===== src/rtl/i2c_mm_master.sv =====
`timescale 1ns/1ps
module i2c_mm_master #(
  parameter int DIV_W = 8,
  parameter int TMO_W = 16,
  parameter int LEN_W = 8
) (
  input  logic             clk,
  input  logic             rst_n,
  input  logic [DIV_W-1:0] cfg_half,
  input  logic [TMO_W-1:0] cfg_timeout,
  input  logic             bus_idle,
  input  logic             req_valid,
  input  logic [6:0]       req_addr,
  input  logic             req_read,
  input  logic [LEN_W-1:0] req_len,
  input  logic             req_nostop,
  input  logic [7:0]       wr_data,
  output logic             wr_next,
  output logic [7:0]       rd_data,
  output logic             rd_valid,
  output logic             done,
  output logic [2:0]       status,
  input  logic             scl_i,
  input  logic             sda_i,
  output logic             scl_oe,
  output logic             sda_oe
);
  localparam logic [2:0] C_OK = 3'd0, C_ANACK = 3'd1, C_DNACK = 3'd2,
                         C_ARB = 3'd3, C_TMO = 3'd4, C_BUSY = 3'd5;
  localparam logic [LEN_W-1:0] ONE = LEN_W'(1);

  typedef enum logic [3:0] {
    S_IDLE, S_HOLD, S_RSW, S_RSH, S_START, S_LO, S_HIW, S_HI, S_PLO, S_PW, S_PH
  } st_t;

  st_t              st;
  logic [DIV_W-1:0] cnt;
  logic [TMO_W-1:0] tmo;
  logic [7:0]       sh;
  logic [3:0]       bitn;
  logic             rd_mode, in_addr, nostop, sda_q;
  logic [LEN_W-1:0] left;
  logic [1:0]       scl_m, sda_m;
  logic             fin;
  logic [2:0]       fcode;

  wire scl_s   = scl_m[1];
  wire sda_s   = sda_m[1];
  wire waiting = (st == S_HIW) || (st == S_PW) || (st == S_RSW);
  wire tx_bit  = in_addr || !rd_mode;
  wire drive0  = (bitn != 4'd8) ? (tx_bit && !sh[7]) : (!in_addr && rd_mode && left != ONE);
  wire mid     = cnt == (cfg_half >> 1);
  wire tdone   = cnt == '0;

  assign scl_oe = (st == S_LO) || (st == S_PLO) || (st == S_HOLD);
  assign sda_oe = sda_q;

  always_comb begin
    fin = 1'b0;
    fcode = C_OK;
    if (in_addr) begin
      if (sda_s) begin fin = 1'b1; fcode = C_ANACK; end
      else if (left == '0) fin = 1'b1;
    end else if (!rd_mode && sda_s) begin
      fin = 1'b1; fcode = C_DNACK;
    end else if (left == ONE) fin = 1'b1;
  end

  always_ff @(posedge clk or negedge rst_n) begin
    if (!rst_n) begin
      st <= S_IDLE; cnt <= '0; tmo <= '0; sh <= '0; bitn <= '0;
      rd_mode <= 1'b0; in_addr <= 1'b0; nostop <= 1'b0; sda_q <= 1'b0;
      left <= '0; scl_m <= 2'b11; sda_m <= 2'b11;
      wr_next <= 1'b0; rd_data <= '0; rd_valid <= 1'b0; done <= 1'b0; status <= C_OK;
    end else begin
      scl_m <= {scl_m[0], scl_i};
      sda_m <= {sda_m[0], sda_i};
      done <= 1'b0; rd_valid <= 1'b0; wr_next <= 1'b0;
      if (cnt != '0) cnt <= cnt - 1'b1;
      tmo <= waiting ? tmo + 1'b1 : '0;
      if (waiting && tmo == cfg_timeout) begin
        st <= S_IDLE; sda_q <= 1'b0; status <= C_TMO; done <= 1'b1;
      end else begin
        case (st)
          S_IDLE: begin
            sda_q <= 1'b0;
            if (req_valid) begin
              if (bus_idle) begin
                sh <= {req_addr, req_read}; bitn <= '0; in_addr <= 1'b1;
                rd_mode <= req_read; left <= req_len; nostop <= req_nostop;
                st <= S_START; cnt <= cfg_half; sda_q <= 1'b1;
              end else begin
                status <= C_BUSY; done <= 1'b1;
              end
            end
          end
          S_HOLD: if (req_valid) begin
            sh <= {req_addr, req_read}; bitn <= '0; in_addr <= 1'b1;
            rd_mode <= req_read; left <= req_len; nostop <= req_nostop;
            st <= S_RSW;
          end
          S_RSW:   if (scl_s) begin st <= S_RSH; cnt <= cfg_half; end
          S_RSH:   if (tdone) begin st <= S_START; cnt <= cfg_half; sda_q <= 1'b1; end
          S_START: if (tdone) begin st <= S_LO; cnt <= cfg_half; end
          S_LO: begin
            if (mid) sda_q <= drive0;
            if (tdone) st <= S_HIW;
          end
          S_HIW:   if (scl_s) begin st <= S_HI; cnt <= cfg_half; end
          S_HI: if (tdone) begin
            if (bitn != 4'd8) begin
              if (tx_bit && sh[7] && !sda_s) begin
                st <= S_IDLE; sda_q <= 1'b0; status <= C_ARB; done <= 1'b1;
              end else begin
                sh <= {sh[6:0], sda_s}; bitn <= bitn + 1'b1; st <= S_LO; cnt <= cfg_half;
              end
            end else begin
              in_addr <= 1'b0;
              if (!in_addr) left <= left - 1'b1;
              if (!in_addr && rd_mode) begin rd_data <= sh; rd_valid <= 1'b1; end
              if (fin) begin
                status <= fcode;
                if (fcode == C_OK && nostop) begin st <= S_HOLD; done <= 1'b1; end
                else begin st <= S_PLO; cnt <= cfg_half; end
              end else begin
                bitn <= '0; st <= S_LO; cnt <= cfg_half;
                if (!rd_mode) begin sh <= wr_data; wr_next <= 1'b1; end
              end
            end
          end
          S_PLO: begin
            if (mid) sda_q <= 1'b1;
            if (tdone) st <= S_PW;
          end
          S_PW:    if (scl_s) begin st <= S_PH; cnt <= cfg_half; end
          S_PH:    if (tdone) begin st <= S_IDLE; sda_q <= 1'b0; done <= 1'b1; end
          default: st <= S_IDLE;
        endcase
      end
    end
  end
endmodule


===== config.mk =====
export PLATFORM = sky130hd
export DESIGN_NAME = i2c_mm_master
export DESIGN_NICKNAME = d
export VERILOG_FILES = /design/src/rtl/i2c_mm_master.sv
export SDC_FILE = /design/constraint.sdc
export NUM_CORES = 1
export LEC_CHECK = 0
export BUFFER_PORTS_ARGS = -buffer_cell sky130_fd_sc_hd__buf_2
export CORE_AREA = 2 2 109 111
export DETAILED_ROUTE_END_ITERATION = 6
export DIE_AREA = 0 0 111 113
export SYNTH_ARGS = -nofsm -noshare
export SYNTH_HDL_FRONTEND = slang
export SYNTH_SLANG_ARGS = --single-unit

===== constraint.sdc =====
create_clock -name clk -period 2.56 [get_ports clk]
set_input_delay 0 -clock clk [delete_from_list [all_inputs] [get_ports clk]]
set_output_delay 0 -clock clk [all_outputs]
set_load 0.005 [all_outputs]

==> flow_summary.json <==
{
  "status": "finished clean",
  "final_hold_violation_count": 0,
  "netlist-cell-type-count": 79,
  "critical-path-slowest-cell": "or3_1",
  "nets": 638,
  "synth-warning-count": 0,
  "drt_iter0_drc": 233,
  "drt_pre_antenna_iters": 4,
  "antenna-diode-count": 0,
  "wire_length_of_the_first_global_routing_pass_um": 18570,
  "timing.hold.worst.class": "input port to register",
  "number_of_enable_type_register_cells_in_the_synthesized_netlist": 0,
  "synth-simple-area-share": 0.2201,
  "ctsRootBufferMaster": "clkbuf_16",
  "detailed_route_wl_um": 11240,
  "grt_start_max_net_pins": 30,
  "cp_slowest_stage_delay_ns": 0.49,
  "hold-worst-slack_ns": 0.02319,
  "route.detailed.wl_per_inst_um": 15.54,
  "synth.top_cells.by_count": "dfrtp_1 (66), nor2_1 (50), nand2_1 (47)",
  "syn-cell-area_mm2": 0.004422,
  "synth-adder-area-share": 0.02264,
  "cp_data_required_time_ns": 2.79,
  "detail_route.vias_per_cell": 5.456,
  "clk-insertion-delay-late_ns": 0.33,
  "synth_top_family_by_area": "simple AND/OR/NAND/NOR gates",
  "postSynthNetCount": 539,
  "detail-route-antenna-nets": 0,
  "grt_antenna_before_repair": 0,
  "worst_hold_startpoint": "req_valid",
  "io_buffers": 70,
  "vias_in_the_first_global_route": 3834,
  "die_width_um": 111,
  "max-clock-path-buffers": 2,
  "synth.area.top_cells": "dfrtp_1 (37%), xnor2_1 (5.1%), nor2_1 (4.2%), nand2_1 (4.0%), xor2_1 (3.6%)",
  "rr_startpoint": "left[0]$_DFFE_PN0P_",
  "timing.max_slew.rel_slack": 0.5757,
  "post-place-ws_ns": 0.1334,
  "groute.usage.overall": 0.1808,
  "route.vias.total": 3945,
  "synth_area_per_cell_um2": 9.289,
  "initial_utilization": 0.3923,
  "filler_cell_count": 1083,
  "setup.worst_path.end_class": "register",
  "instances_no_fill": 723,
  "max_cap_viol_count": 0,
  "worst_pin_slew_ns": 0.6364,
  "final-setup-viol-count": 0,
  "dpl.hpwl_um": 8271,
  "leakage_power_summed_over_all_cells_nw": 2.407,
  "met2_length_um": 5559,
  "gp_congestion": 0.8880,
  "core_area_mm2": 0.01127,
  "pin_count": 71,
  "yosysMostFrequentCell": "dfrtp_1",
  "design.die.area_mm2": 0.01254,
  "ir_worst_vdd_mv": 0.4377,
  "utilization_after_layout": 0.4853,
  "criticalPathCategory": "register to register",
  "layout-drive-gt1-share": 0.2500,
  "fin_worst_skew_ns": 0.007220,
  "cts.clk_slew.worst_paths_ns": 0.06,
  "synth-main-ff-cell": "dfrtp_1",
  "post-route-min-period_ns": 2.428,
  "numCtsBuffers": 9,
  "critical_path.max_fanout": 6,
  "yosys.area.top_type": "dfrtp_1",
  "synth_xor_area_frac": 0.08715,
  "critical_path.startpoint": "left[0]$_DFFE_PN0P_",
  "layout_worst_path_cycle_share": 0.9485,
  "final_setup_slack_of_the_worst_path_ns": 0.1318,
  "synth-compound-area-share": 0.1774,
  "area_delta_synth_final_pct": 23.71,
  "top_layer_used": "met4",
  "synthArstFlopShare": 1.000,
  "synth.top_cell.area_share": 0.3735,
  "worstSetupStartpointType": "register",
  "worst-endpoint-arrival_ns": 2.65,
  "numClockSinks": 70,
  "yosysSeqAreaShare": 0.3973,
  "power_density_mw_per_mm2": 885.5,
  "maxClockFrequency_ghz": 0.4118,
  "critical_path.top_delay_family": "compound AO/OA/AOI/OAI gates",
  "htree_levels": 3,
  "floorplan.rows": 39,
  "critical_path_buf_inv_count": 1,
  "grt_overflow_total": 0,
  "drc": 0,
  "ys_seq_elements": 70,
  "wl_met3_um": 487,
  "synthCells": 476,
  "crit_chain": "inv_1 -> ha_1 -> nor3b_1 -> o32ai_2 -> or3_1 -> a311oi_1 -> o31ai_1 -> o211a_1",
  "slew_violations": 0,
  "synthMuxAreaShare": 0.05999,
  "die_h_um": 113,
  "numPlacedInstances": 689,
  "cts_tree": "yes",
  "met1_wirelength_um": 5044
}
==> cells by family (layout without fill, tap and decap cells) <==
| family | count (synthesis) | in the layout |
|---|---|---|
| AOI/OAI and AO/OA | 111 | 111 |
| adders and majority gates | 8 | 8 |
| DFF | 70 | 70 |
| and+or+nand+nor | 184 | 184 |
| xor gates and xnor gates | 44 | 44 |
| buffers and inverters | 35 | 139 |
| muxes | 24 | 24 |
==> state kept, by name, summed over array words and instances (netlist names) <==
register  flops
tmo          16
st            4
wr_next       1
rd_mode       1
sda_m         2
sh            8
nostop        1
rd_data       8
in_addr       1
left          8
scl_m         2
sda_oe        1
rd_valid      1
cnt           8
status        3
bitn          4
done          1
==> layout by cell type (no fill, tap or decap), drive strengths merged, types with 4 or more instances in the layout <==
cell type    instances
a21o                 4
a21oi               28
a31oi               10
buf                 91
clkbuf              10
dfrtp               66
dfstp                4
dlygate4sd3         18
ha                   8
inv                 14
mux2                20
mux2i                4
nand2               47
nand2b               5
nand3               12
nand4               10
nor2                51
nor2b                8
nor3                14
nor3b                6
nor4                 8
o21ai               28
o2bb2ai              4
xnor2               26
xor2                18
==> final cells by class <==
class / count / area (um2) / share of cell area
repair buffers: 109 / 688.2 / 0.1258
flip-flops and latches: 70 / 1757 / 0.3211
well taps: 143 / 178.9 / 0.03271
inverters: 14 / 52.55 / 0.009607
clock inverters: 6 / 37.54 / 0.006862
multi-input cells: 371 / 2517 / 0.4602
clock buffers: 10 / 239.0 / 0.04369
==> repair_timing <==
action / in CTS / in global routing
hold endpoints to repair: 41 / 0
buffers inserted: 0 / 0
hold buffers: 18 / 0
resized for setup: 0 / 1
setup endpoints to repair: 0 / 2
==> through the flow <==
stage | setup TNS [ns] | power (mW) | area (um2)
final | 0 | 4.844 | 5470
after global placement | 0 | 3.609 | 5005
after global routing | -0.04994 | 5.209 | 5470
after floorplan | 0 | 3.072 | 4422
after detailed placement | 0 | 3.653 | 5005
after CTS | 0 | 4.858 | 5461
==> worst register-to-register path: cells and delay by family (launching register included) <==
kind,cells,cell delay (ns)
flip-flops,1,0.43
buffers and inverters,1,0.11
AND/OR/NAND/NOR,2,0.74
adder cells (fa/ha/maj),1,0.14
AO/OA/AOI/OAI,4,0.91
==> path summary, 6_finish.rpt <==
check / endpoint / slack (ns) / cells past startpoint
worst min register to register: sda_m[1]$_DFF_PN1_ / 0.36 / 0
max in group asynchronous: st[3]$_DFFE_PN0P_ / 1.48 / 3
min in group asynchronous: tmo[14]$_DFF_PN0_ / 0.24 / 2
worst max register to register: cnt[6]$_DFF_PN0_ / 0.13 / 8
worst min-delay path: status[2]$_DFFE_PN0P_ / 0.02 / 3
worst max-delay path: cnt[6]$_DFF_PN0_ / 0.13 / 8
==> per-layer routing <==
layer / track usage / vias up
met5: 0 / -
met2: 0.3047 / 92
met1: 0.2402 / 1922
met3: 0.03321 / 12
li1: - / 1919
met4: 0.05083 / 0
==> where the power goes <==
part / internal, mW / total [mW] / switching, mW
combinational: 0.885 / 1.93 / 1.05
clock: 0.676 / 1.16 / 0.485
sequential: 1.39 / 1.75 / 0.361
Note: power is estimated with default switching activity, not from simulation.
